## src/rtl/ecc_pkg.sv

```systemverilog
package ecc_pkg;
  localparam int DATA_W = 32;
  localparam int CHK_W  = 7;
  localparam int WORD_W = DATA_W + CHK_W;
  localparam int PAIR_N = WORD_W - 1;
  localparam int SYN_N  = 1 << CHK_W;

  typedef logic [WORD_W-1:0][CHK_W-1:0] colTab_t;

  typedef struct packed {
    logic loadResult;
  } ctrlStrobe_t;

  // Greedy column search: odd-weight columns, check bits get unit columns,
  // every neighbouring-pair XOR must be fresh.
  function automatic colTab_t buildColumns();
    colTab_t t;
    logic [SYN_N-1:0] usedCol;
    logic [SYN_N-1:0] usedPair;
    logic found;
    logic ok;
    t = '0;
    usedCol = '0;
    usedPair = '0;
    for (int k = 0; k < CHK_W; k++) begin
      t[DATA_W+k] = CHK_W'(1 << k);
      usedCol[1 << k] = 1'b1;
    end
    for (int k = 0; k < CHK_W - 1; k++) begin
      usedPair[(1 << k) | (1 << (k + 1))] = 1'b1;
    end
    for (int i = 0; i < DATA_W; i++) begin
      found = 1'b0;
      for (int v = 3; v < SYN_N; v++) begin
        if (!found && ($countones(v) % 2 == 1) && !usedCol[v]) begin
          ok = 1'b1;
          if (i > 0) begin
            if (usedPair[v ^ int'(t[i-1])]) ok = 1'b0;
          end
          if (i == DATA_W - 1) begin
            if (usedPair[v ^ 1]) ok = 1'b0;
          end
          if (ok) begin
            t[i] = CHK_W'(v);
            usedCol[v] = 1'b1;
            if (i > 0) usedPair[v ^ int'(t[i-1])] = 1'b1;
            if (i == DATA_W - 1) usedPair[v ^ 1] = 1'b1;
            found = 1'b1;
          end
        end
      end
    end
    return t;
  endfunction

  localparam colTab_t COLS = buildColumns();
endpackage

```

## src/rtl/ecc_encoder.sv

```systemverilog
module ecc_encoder
  import ecc_pkg::*;
(
  input  logic [DATA_W-1:0] dataIn,
  output logic [WORD_W-1:0] wordOut
);
  logic [CHK_W-1:0] checkBits;

  always_comb begin
    checkBits = '0;
    for (int i = 0; i < DATA_W; i++) begin
      if (dataIn[i]) checkBits = checkBits ^ COLS[i];
    end
  end

  assign wordOut = {checkBits, dataIn};
endmodule

```

## src/rtl/ecc_ctrl.sv

```systemverilog
module ecc_ctrl
  import ecc_pkg::*;
(
  input  logic        clk,
  input  logic        rstN,
  input  logic        inValid,
  output ctrlStrobe_t strobe,
  output logic        outValid
);
  logic validQ;

  assign strobe.loadResult = inValid;

  always_ff @(posedge clk) begin
    if (!rstN) validQ <= 1'b0;
    else       validQ <= inValid;
  end

  assign outValid = validQ;

  // one-cycle latency of the valid strobe
  p_valid_latency_r2: assert property (@(posedge clk) disable iff (!rstN)
    inValid |=> outValid);
  p_valid_drop_r2: assert property (@(posedge clk) disable iff (!rstN)
    !inValid |=> !outValid);
endmodule

```

## src/rtl/ecc_datapath.sv

```systemverilog
module ecc_datapath
  import ecc_pkg::*;
(
  input  logic              clk,
  input  logic              rstN,
  input  ctrlStrobe_t       strobe,
  input  logic [WORD_W-1:0] wordIn,
  output logic [DATA_W-1:0] dataOut,
  output logic              corrOut,
  output logic              uncorrOut,
  output logic [CHK_W-1:0]  synOut
);
  logic [CHK_W-1:0]  syn;
  logic [WORD_W-1:0] hitSingle;
  logic [PAIR_N-1:0] hitPair;
  logic [WORD_W-1:0] flipMask;
  logic              matched;
  logic              nonZero;

  always_comb begin
    syn = '0;
    for (int i = 0; i < WORD_W; i++) begin
      if (wordIn[i]) syn = syn ^ COLS[i];
    end
  end

  genvar gi;
  generate
    for (gi = 0; gi < WORD_W; gi++) begin : g_single
      assign hitSingle[gi] = (syn == COLS[gi]);
    end
    for (gi = 0; gi < PAIR_N; gi++) begin : g_pair
      assign hitPair[gi] = (syn == (COLS[gi] ^ COLS[gi+1]));
    end
    for (gi = 0; gi < WORD_W; gi++) begin : g_mask
      if (gi == 0) begin : g_first
        assign flipMask[gi] = hitSingle[gi] | hitPair[gi];
      end else if (gi == WORD_W - 1) begin : g_last
        assign flipMask[gi] = hitSingle[gi] | hitPair[gi-1];
      end else begin : g_mid
        assign flipMask[gi] = hitSingle[gi] | hitPair[gi] | hitPair[gi-1];
      end
    end
  endgenerate

  assign nonZero = |syn;
  assign matched = (|hitSingle) | (|hitPair);

  always_ff @(posedge clk) begin
    if (!rstN) begin
      dataOut   <= '0;
      corrOut   <= 1'b0;
      uncorrOut <= 1'b0;
      synOut    <= '0;
    end else if (strobe.loadResult) begin
      dataOut   <= wordIn[DATA_W-1:0] ^ flipMask[DATA_W-1:0];
      corrOut   <= nonZero & matched;
      uncorrOut <= nonZero & ~matched;
      synOut    <= syn;
    end
  end

  // flags are mutually exclusive
  p_flags_exclusive_r7: assert property (@(posedge clk) disable iff (!rstN)
    !(corrOut && uncorrOut));
  // zero syndrome reports a clean word
  p_zero_syn_clean_r1: assert property (@(posedge clk) disable iff (!rstN)
    (synOut == '0) |-> (!corrOut && !uncorrOut));
  // uncorrectable never with zero syndrome
  p_uncorr_nonzero_r6: assert property (@(posedge clk) disable iff (!rstN)
    uncorrOut |-> (synOut != '0));
  // outputs hold when nothing is loaded
  p_hold_idle_r2: assert property (@(posedge clk) disable iff (!rstN)
    !strobe.loadResult |=> ($stable(dataOut) && $stable(synOut) && $stable(corrOut)));
  // a single-column match always has odd syndrome weight
  p_single_odd_r4: assert property (@(posedge clk) disable iff (!rstN)
    (|hitSingle) |-> ($countones(syn) % 2 == 1));
  // neighbouring-pair matches are unique
  p_pair_unique_r5: assert property (@(posedge clk) disable iff (!rstN)
    $onehot0(hitPair));
endmodule

```

## src/rtl/ecc_codec.sv

```systemverilog
module ecc_codec
  import ecc_pkg::*;
(
  input  logic              clk,
  input  logic              rstN,
  input  logic [DATA_W-1:0] encData,
  output logic [WORD_W-1:0] encWord,
  input  logic              decValid,
  input  logic [WORD_W-1:0] decWord,
  output logic              outValid,
  output logic [DATA_W-1:0] outData,
  output logic              outCorrected,
  output logic              outUncorrectable,
  output logic [CHK_W-1:0]  outSyndrome
);
  ctrlStrobe_t strobe;

  ecc_encoder u_enc (
    .dataIn  (encData),
    .wordOut (encWord)
  );

  ecc_ctrl u_ctrl (
    .clk      (clk),
    .rstN     (rstN),
    .inValid  (decValid),
    .strobe   (strobe),
    .outValid (outValid)
  );

  ecc_datapath u_dp (
    .clk       (clk),
    .rstN      (rstN),
    .strobe    (strobe),
    .wordIn    (decWord),
    .dataOut   (outData),
    .corrOut   (outCorrected),
    .uncorrOut (outUncorrectable),
    .synOut    (outSyndrome)
  );
endmodule

```

## config.mk

```make
export PLATFORM = sky130hd
export DESIGN_NAME = ecc_codec
export DESIGN_NICKNAME = d
export VERILOG_FILES = /design/src/rtl/ecc_pkg.sv /design/src/rtl/ecc_encoder.sv /design/src/rtl/ecc_ctrl.sv /design/src/rtl/ecc_datapath.sv /design/src/rtl/ecc_codec.sv
export SDC_FILE = /design/constraint.sdc
export NUM_CORES = 1
export LEC_CHECK = 0
export ABC_AREA = 1
export CAP_MARGIN = 20
export CORE_AREA = 3 3 120 133
export CTS_BUF_LIST = sky130_fd_sc_hd__clkbuf_4 sky130_fd_sc_hd__clkbuf_8
export DETAILED_ROUTE_END_ITERATION = 6
export DIE_AREA = 0 0 123 136
export GPL_ROUTABILITY_DRIVEN = 0
export PLACE_DENSITY_LB_ADDON = 0.08
export SLEW_MARGIN = 40
export SYNTH_ARGS = -nofsm -noshare
export SYNTH_HDL_FRONTEND = slang
export SYNTH_SLANG_ARGS = --single-unit
```

## constraint.sdc

```tcl
create_clock -name clk -period 3.35 [get_ports clk]
set_input_delay 0.67 -clock clk [delete_from_list [all_inputs] [get_ports clk]]
set_output_delay 0.67 -clock clk [all_outputs]
set_load 0.05 [all_outputs]
```

==> results.json, run 1 <==
{
  "status": "complete, but fails checks",
  "violations": "DRC",
  "drc_errors": 3,
  "ys_top_cells_by_area": "nand2_1 (20%), dfxtp_1 (14%), xnor2_1 (12%)",
  "dp.cells": 1397,
  "p_switching_mw": 1.80,
  "fin_crit_sh_pct": 93.3,
  "grt_pass1_wl_um": 31000,
  "syn2layout_area_growth_pct": 43.5,
  "dieArea_um2": 16700,
  "cts_htree_levels": 2,
  "wl_per_cell_um": 13.8,
  "syn_inst": 1008,
  "clock_power_share_pct": 8.8,
  "synth_area_leader_cell": "nand2_1",
  "start_util_pct": 40.2,
  "grt-ovfl-total": 0,
  "finClkSkew_ns": 0,
  "dp_hpwl_um": 16500,
  "netlist_area_um2": 5860,
  "yosysUniqueCellTypes": 31,
  "clock_path_buffers": 2,
  "syn_avg_cell_area_um2": 5.81,
  "rsz0062_at_grt": "true",
  "worstSetupPathType": "in -> out",
  "routed_wl_um": 19500,
  "io_pins": 155,
  "p_leak_nw": 4.63,
  "grt_use_total_pct": 23.4,
  "num_vias": 6562,
  "cts.sinks": 42,
  "port_buffers": 154,
  "nets": 1289,
  "first_pass_iters": 7,
  "num-fill-cells": 1509,
  "timing.fmax_ghz": 0.320,
  "cts_tree": "built",
  "ys_ff_latch": 42,
  "core-area_um2": 14600,
  "totalPowerFinal_mw": 3.61,
  "critPathRequiredTime_ns": 2.68,
  "slew_viol_final": 0,
  "numCtsBuffers": 5,
  "cp-end-kind": "primary output",
  "setup_slack_ns": 0.224,
  "diodes": 0,
  "path_clk_slew_ns": 0.07,
  "cp_max_fo": 3,
  "setup_viol_count_final": 0,
  "yosysTopAreaCellShare_pct": 19.6,
  "comb_power_share_pct": 75.1,
  "pre_cts_slack_ns": -0.257,
  "dieHeight_um": 136,
  "tightest_slew_ns": 0.738,
  "seq_area_frac_synth_pct": 14.3,
  "ir_worst_vdd_v": 0.000330,
  "swShare_pct": 49.9,
  "start_kind": "primary input",
  "hold_class": "reg -> reg",
  "hold_viol_final": 0,
  "seqPwrFrac_pct": 16.1,
  "die_x_um": 123,
  "drv_cap": 0,
  "layout-drive-gt1-share_pct": 17.0,
  "p_int_mw": 1.81,
  "maxSlewHeadroom_pct": 50.8,
  "tns_ns": 0,
  "clockRootBuffer": "clkbuf_8",
  "cp.arrival_ns": 2.46,
  "placementRows": 46,
  "antenna_found_initial": 0,
  "syn-num-nets": 1082,
  "clock_latency_ns": 0.30,
  "ys_warn_count": 0,
  "fin_cells": 1407,
  "grt_max_degree": 39,
  "min_period_ns": 3.13,
  "grt_pass1_vias": 6090,
  "ant_nets": 0,
  "via_per_inst": 4.66,
  "drtIter0Drc": 391,
  "power_density_nw_per_um2": 430
}
==> logic make-up (layout without fill, tap and decap cells) <==
kind of cell	count (synthesis)	after routing	synth area share [%]
AO/OA/AOI/OAI	59	59	5.61
XOR/XNOR	155	155	23.2
buffers and inverters	198	405	16.4
flip-flops	42	42	14.3
AND/OR/NAND/NOR	554	554	40.5
==> final timing paths <==
path / depth (start not counted) / slack (ns) / endpoint / from
setup / recovery: 7 / 0.22 / encWord[35] / encData[19]
hold / removal: 2 / 0.47 / u_dp.corrOut / u_dp.corrOut
setup reg to reg: 4 / 2.66 / u_dp.dataOut[28] / u_dp.dataOut[28]
hold reg to reg: 2 / 0.47 / u_dp.corrOut / u_dp.corrOut
==> stage by stage <==
stage	cell area, µm²	utilization (%)	hold WS (ns)
final	8410	57.7	0.474
after CTS	8240	56.6	0.472
after floorplan	5860	-	0.689
after global routing	8410	57.7	0.505
after detailed placement	8160	56.1	0.459
after global placement	8160	56.1	0.458
==> synthesized netlist by cell type (all sizes together) <==
master / n
nand2: 316
nor2: 122
nand3b: 11
o221ai: 3
a31oi: 1
clkbuf: 15
inv: 119
a21oi: 13
o21bai: 1
nand4: 1
clkinv: 3
o211ai: 7
xnor2: 79
xor2: 76
buf: 61
o22ai: 1
o21ai: 33
nand3: 103
nor3: 1
dfxtp: 42
==> sequential cells by signal, summed over array words and instances (netlist names) <==
register and flops:
u_ctrl.outValid 1, u_dp.corrOut 1, u_dp.dataOut 32, u_dp.synOut 7, u_dp.uncorrOut 1
==> repair_timing <==
item | CTS | global route
hold buffers | 0 | 0
endpoints found under the setup margin | 0 | 20
hold endpoints to repair | 0 | 0
gates resized for setup | 0 | 41
setup buffers | 0 | 2
==> routing by layer <==
metal / vias up / GRT usage, % / share of wire, %
li1: 3455 / - / -
met1: 2903 / 30.1 / 44
met2: 181 / 41.5 / 50
met3: 23 / 2.54 / 4.7
met4: 0 / 6.09 / 1.9
met5: - / 0 / 0
==> cells in the final DEF (no fill, tap or decap) <==
master / netlist / routed
a21oi_1: 13 / 12
a21oi_4: 0 / 1
a31oi_1: 1 / 1
buf_12: 0 / 12
buf_2: 16 / 1
buf_4: 38 / 113
buf_6: 7 / 3
clkbuf_8: 0 / 5
clkdlybuf4s15_2: 0 / 1
clkdlybuf4s50_1: 0 / 132
clkinv_1: 3 / 3
clkinv_2: 0 / 2
dfxtp_1: 42 / 42
dlymetal6s2s_1: 0 / 14
inv_1: 96 / 96
inv_2: 22 / 22
inv_4: 1 / 1
nand2_1: 306 / 298
nand2_2: 8 / 14
nand2_4: 2 / 4
nand3_1: 99 / 91
nand3_2: 4 / 12
nand3b_1: 11 / 11
nand4_1: 1 / 1
nor2_1: 110 / 107
nor2_2: 7 / 9
nor2_4: 4 / 5
nor2_8: 1 / 1
nor3_1: 1 / 1
o211ai_1: 7 / 7
o21ai_0: 30 / 30
o21ai_1: 3 / 3
o21bai_1: 1 / 1
o221ai_1: 3 / 3
o22ai_1: 1 / 1
xnor2_1: 79 / 79
xor2_1: 76 / 76
==> power groups by stage <==
stage	clock network (mW)	registers [mW]	logic (mW)
floorplan	0	0.784	1.44
global placement	0	0.593	2.64
detailed placement	0	0.594	2.65
CTS	0.327	0.583	2.66
global route	0.344	0.589	2.92
finish	0.319	0.582	2.71
==> worst max-delay path, stage by stage <==
cell and delay (ns):
clkdlybuf4s50_1 0.47, xnor2_1 0.34, xnor2_1 0.17, xor2_1 0.19, xor2_1 0.19, xor2_1 0.25
buf_12 0.18
==> layout make-up <==
cell class,count,area (µm²),share of cell area [%]
multi-input combinational,768,4150,49.4
clock buffer,5,68.8,0.818
timing repair buffer,276,2640,31.3
inverter,122,460,5.48
clock inverter,2,10.0,0.119
sequential,42,841,10.0
tap,192,240,2.86
Power figures use the tool's default switching activity.
==> run 2, diff against run 1 <==
--- a/config.mk
+++ b/config.mk
@@ -7,11 +7,12 @@
 export LEC_CHECK = 0
 export ABC_AREA = 1
 export CAP_MARGIN = 20
-export CORE_AREA = 3 3 120 133
+export CORE_AREA = 3 3 113 126
 export CTS_BUF_LIST = sky130_fd_sc_hd__clkbuf_4 sky130_fd_sc_hd__clkbuf_8
 export DETAILED_ROUTE_END_ITERATION = 6
-export DIE_AREA = 0 0 123 136
+export DIE_AREA = 0 0 116 129
 export GPL_ROUTABILITY_DRIVEN = 0
+export HOLD_SLACK_MARGIN = 0.12
 export PLACE_DENSITY_LB_ADDON = 0.08
 export SLEW_MARGIN = 40
 export SYNTH_ARGS = -nofsm -noshare
==> run 2 against run 1 <==
Via count is 0.66% higher. First-iteration DRC count is 5.9% lower. Final cell count is 2.3% lower. Register-to-register slack hardly changed. Hold slack worse by 0.0083 ns. Count of clock-buffer cells in the layout is 2 higher. The run now ends clean. Routed wire length is 2.8% lower. Core utilization is 5.8 points higher. Sequential share of layout area is 0.11 points higher.
==> results.json, run 2 (synthesis gave the netlist of run 1 again) <==
{
  "drc_errors": 0,
  "routed_wl_um": 18900,
  "hold_class": "reg -> reg",
  "ant_nets": 0,
  "top_register": "u_dp.dataOut",
  "stdcell_area_um2": 8320,
  "core-area_um2": 13100,
  "via_per_inst": 4.81,
  "worst_path_largest_cell_delay_ns": 0.51,
  "dieHeight_um": 129,
  "drv_cap": 0,
  "final_common_cell": "nand2_1",
  "dp.cells": 1361,
  "timing.fmax_ghz": 0.316,
  "min_period_ns": 3.16,
  "setup_viol_count_final": 0,
  "clock_latency_ns": 0.30,
  "grt_pass1_wl_um": 30000,
  "critPathRequiredTime_ns": 2.68,
  "swShare_pct": 49.3,
  "grt_use_total_pct": 25.2,
  "die_x_um": 116,
  "dieArea_um2": 15000,
  "cp.arrival_ns": 2.49,
  "layout-drive-gt1-share_pct": 16.0,
  "critPathTopFamily": "XOR/XNOR gates",
  "dp_hpwl_um": 15800,
  "tns_ns": 0,
  "hold_viol_final": 0,
  "clockRootBuffer": "clkbuf_8",
  "clock_power_share_pct": 9.6,
  "largest_register_ffs": 32,
  "cp_common_cell": "xor2_1",
  "worstSetupPathType": "in -> out",
  "cts.sinks": 42,
  "first_pass_iters": 5,
  "crit_buf_inv": 2,
  "clock_path_buffers": 2,
  "finClkSkew_ns": 0,
  "nets": 1286,
  "grt-ovfl-total": 0,
  "wl_per_cell_um": 13.8,
  "cp-end-kind": "primary output",
  "num-fill-cells": 1279,
  "port_buffers": 154,
  "start_util_pct": 44.7,
  "fin_crit_sh_pct": 94.5,
  "path_clk_slew_ns": 0.07,
  "grt_pass1_vias": 6138,
  "num_vias": 6605,
  "seqPwrFrac_pct": 16.0,
  "ir_worst_vdd_v": 0.000333,
  "final_cell_mix": "nand2_1 (304), clkdlybuf4s50_1 (129), buf_4 (112)",
  "diodes": 0,
  "drtIter0Drc": 368,
  "numCtsBuffers": 5,
  "io_pins": 155,
  "grt_max_degree": 36,
  "cp_max_fo": 3,
  "p_leak_nw": 4.63,
  "slew_viol_final": 0,
  "p_switching_mw": 1.79,
  "status": "completed",
  "cp_slowest_cell": "clkdlybuf4s50_1",
  "maxSlewHeadroom_pct": 50.7,
  "start_kind": "primary input",
  "comb_power_share_pct": 74.5,
  "placementRows": 44,
  "power_density_nw_per_um2": 438,
  "rsz0062_at_grt": "true",
  "postPlaceCellArea_um2": 8100,
  "reg_top3": "u_dp.dataOut x32, u_dp.synOut x7",
  "cts_htree_levels": 2,
  "cts_tree": "built",
  "cp_cell_sequence": "clkdlybuf4s50_1, xnor2_1, xnor2_1, xor2_1, xor2_1, xor2_1, buf_12",
  "fin_cells": 1374,
  "p_int_mw": 1.85,
  "syn2layout_area_growth_pct": 42.0,
  "antenna_found_initial": 0,
  "tightest_slew_ns": 0.738
}
[run 2: changes by cell type in the layout (fill, tap and decap cells not counted), moves of 2 or more]
cell	previous run	this run
clkdlybuf4s50_1	132	129
nand3_1	91	97
buf_6	3	1
nand2_2	14	9
nand3_2	12	6
nor2_1	107	105
nand2_1	298	304
nor2_4	5	7
dlymetal6s2s_1	14	16
[run 2: worst paths after layout]
kind / startpoint / endpoint / slack, ns / cells after the start
max: encData[1] / encWord[35] / 0.19 / 7
min: u_dp.uncorrOut / u_dp.uncorrOut / 0.47 / 2
max reg2reg: u_dp.dataOut[13] / u_dp.dataOut[13] / 2.65 / 4
min reg2reg: u_dp.uncorrOut / u_dp.uncorrOut / 0.47 / 2
[run 2: tightest hold or removal path, stage by stage, from the launching register on]
cell and delay [ns]:
dfxtp_1 0.31, nand2_1 0.06, a21oi_1 0.05
[run 2: cell type report]
type | count | area (µm²) | share of cell area, %
Clock buffer | 7 | 90.1 | 1.08
Clock inverter | 1 | 5.00 | 0.0602
Inverter | 122 | 460 | 5.53
Multi-Input combinational cell | 769 | 4110 | 49.4
Sequential cell | 42 | 841 | 10.1
Tap cell | 161 | 201 | 2.42
Timing Repair Buffer | 272 | 2610 | 31.4
[run 2: power by group through the flow]
stage / registers [mW] / clock network (mW) / logic [mW]
floorplan: 0.784 / 0 / 1.44
global placement: 0.593 / 0 / 2.64
detailed placement: 0.594 / 0 / 2.65
CTS: 0.582 / 0.361 / 2.66
global route: 0.588 / 0.383 / 2.91
finish: 0.582 / 0.349 / 2.71
[run 2: what timing repair did]
action / 4_1_cts / 5_1_grt
gates resized for setup: 0 / 29
endpoints found under the setup margin: 0 / 30
setup buffers: 0 / 4
hold buffers: 0 / 0
[run 2: per-layer routing]
| metal | wire length (µm) | vias to the layer above | track usage (%) |
|---|---|---|---|
| met2 | 9440 | 211 | 44.9 |
| met5 | 0 | - | 0 |
| met3 | 1140 | 30 | 3.39 |
| met1 | 7930 | 2903 | 31.9 |
| met4 | 417 | 0 | 6.35 |
| li1 | - | 3461 | - |
[run 2: stage by stage]
stage                     utilization [%]  setup WS, ns  power (mW)  hold WS, ns
after global routing                 63.5       -0.0295        3.88        0.504
final                                63.5         0.186        3.64        0.465
after floorplan                         -         0.356        2.22        0.689
after detailed placement             61.8        -0.242        3.25        0.455
after global placement               61.8        -0.185        3.23        0.453
after CTS                            62.5        0.0774        3.60        0.467
==> run 3, diff against run 2 <==
--- a/config.mk
+++ b/config.mk
@@ -11,9 +11,9 @@
 export CTS_BUF_LIST = sky130_fd_sc_hd__clkbuf_4 sky130_fd_sc_hd__clkbuf_8
 export DETAILED_ROUTE_END_ITERATION = 6
 export DIE_AREA = 0 0 116 129
-export GPL_ROUTABILITY_DRIVEN = 0
+export GPL_ROUTABILITY_DRIVEN = 1
 export HOLD_SLACK_MARGIN = 0.12
-export PLACE_DENSITY_LB_ADDON = 0.08
+export PLACE_DENSITY_LB_ADDON = 0.2
 export SLEW_MARGIN = 40
 export SYNTH_ARGS = -nofsm -noshare
 export SYNTH_HDL_FRONTEND = slang
==> run 3 against run 2 <==
Non-clock buffer count grew 13. Clock skew stayed put. Power grew 3.3%. Fmax shrank 1.4%. Clock power increased by 17%. Final cell count grew 0.95%. Count of clock-buffer cells in the layout decreased by 2. Via count grew 1.2%. Sequential power hardly changed. First-iteration DRC count rose by 0.27%. Hold slack improved by 0.0041 ns. Largest cell class unchanged. Highest routed layer unchanged.
==> results.json, run 3 (synthesis gave the netlist of run 1 again) <==
{
  "start_kind": "primary input",
  "dieArea_um2": 15000,
  "num-fill-cells": 1244,
  "pre_cts_slack_ns": -0.179,
  "dp_hpwl_um": 16500,
  "setup_slack_ns": 0.141,
  "nets": 1299,
  "numCtsBuffers": 5,
  "first_pass_iters": 7,
  "min_to": "u_dp.corrOut",
  "grt_max_degree": 40,
  "start_util_pct": 44.7,
  "placementRows": 44,
  "top_register": "u_dp.dataOut",
  "holdPathStages": 2,
  "totalPowerFinal_mw": 3.76,
  "core-area_um2": 13100,
  "rr_startpoint": "u_dp.dataOut[4]",
  "status": "completed",
  "cts_htree_levels": 2,
  "gp_congestion": 0.963,
  "final_cell_mix": "nand2_1 (296), clkdlybuf4s50_1 (128), buf_4 (122)",
  "timing.fmax_ghz": 0.312,
  "path_clk_slew_ns": 0.09,
  "drtIter0Drc": 369,
  "ff_latch_area_um2": 841,
  "slew_viol_final": 0,
  "startpoint": "encData[19]",
  "finClkSkew_ns": 0,
  "via_per_inst": 4.82,
  "clockRootBuffer": "clkbuf_8",
  "grt_use_total_pct": 26.0,
  "tightest_slew_ns": 0.741,
  "io_pins": 155,
  "cts_tree": "built",
  "hold_buffers": 0,
  "final_common_cell": "nand2_1",
  "reg2reg_setup_slack_ns": 2.65,
  "cts.sinks": 42,
  "wl_per_cell_um": 14.2,
  "reg_top3": "u_dp.dataOut x32, u_dp.synOut x7",
  "maxSlewHeadroom_pct": 50.5,
  "largest_register_ffs": 32,
  "drc_errors": 0,
  "drv_cap": 0,
  "port_buffers": 154,
  "ir_worst_vdd_v": 0.000274,
  "critPathRequiredTime_ns": 2.68,
  "num_vias": 6682,
  "hold_class": "reg -> reg",
  "die_x_um": 116,
  "multi_input_area_um2": 4170,
  "fin_crit_sh_pct": 95.8,
  "min_period_ns": 3.21,
  "diodes": 0,
  "power_density_nw_per_um2": 443,
  "holdWs_ns": 0.470,
  "layout-drive-gt1-share_pct": 18.1,
  "min_from": "u_dp.corrOut",
  "ant_nets": 0,
  "grt_pass1_vias": 6207,
  "p_leak_nw": 4.73,
  "cp-end-kind": "primary output",
  "cp_max_fo": 3,
  "grt_pass1_wl_um": 30800,
  "antenna_found_initial": 0,
  "hold_viol_final": 0,
  "worstSetupPathType": "in -> out",
  "cp.arrival_ns": 2.54,
  "clock_path_buffers": 2,
  "grt-ovfl-total": 0,
  "syn2layout_area_growth_pct": 45.0,
  "clock_latency_ns": 0.31,
  "dieHeight_um": 129,
  "worst_r2r_endpoint": "u_dp.dataOut[4]",
  "routed_wl_um": 19700,
  "reg2reg_depth": 4,
  "setup_viol_count_final": 0
}
## run 3: final cells by class
class | instances | share of cell area [%]
tap | 161 | 2.37
sequential | 42 | 9.89
inverter | 122 | 5.45
clock inverter | 3 | 0.471
multi-input combinational | 769 | 49.0
clock buffer | 5 | 0.810
timing repair buffer | 285 | 32.0
## run 3: metrics by stage
step	cell area (µm²)	util, %	std cells	TNS (ns)
2_1_floorplan	5860	-	1008	0
3_3_place_gp	8180	62.4	1372	-1.10
3_5_place_dp	8180	62.4	1372	-1.65
4_1_cts	8290	63.3	1380	0
5_1_grt	8500	64.9	1387	-0.0400
6_report	8500	64.9	1387	0
## run 3: worst max-delay path by stage
stage,depth (start not counted),slack (ns),endpoint
floorplan,6,0.36,encWord[34]
CTS,7,0.12,encWord[35]
detailed placement,22,-0.18,u_dp.corrOut
finish,7,0.14,encWord[35]
global placement,22,-0.19,u_dp.corrOut
global route,25,-0.03,u_dp.uncorrOut
## run 3: worst max-delay path, stage by stage
cell             delay, ns
clkdlybuf4s50_1       0.47
xnor2_1               0.36
xnor2_1               0.18
xor2_1                0.21
xor2_1                0.19
xor2_1                0.26
buf_12                0.18
## run 3: repair_timing
| item | CTS | global route |
|---|---|---|
| hold endpoints to repair | 0 | 0 |
| endpoints found under the setup margin | 0 | 22 |
| resized for setup | 0 | 48 |
| buffers inserted | 0 | 6 |
## run 3: metal layers
metal  vias up  GRT usage, %  part of all wire [%]
li1       3477             -                     -
met1      2984          32.2                    43
met2       189          45.8                    49
met3        32          3.39                   5.0
met4         0          9.28                   3.1
met5         -             0                     0
## run 3: power breakdown
group | leakage, nW | switching (mW) | internal (mW)
sequential | 0.349 | 0.0271 | 0.555
combinational | 4.32 | 1.62 | 1.15
clock | 0.0579 | 0.188 | 0.219
total | 4.73 | 1.83 | 1.93
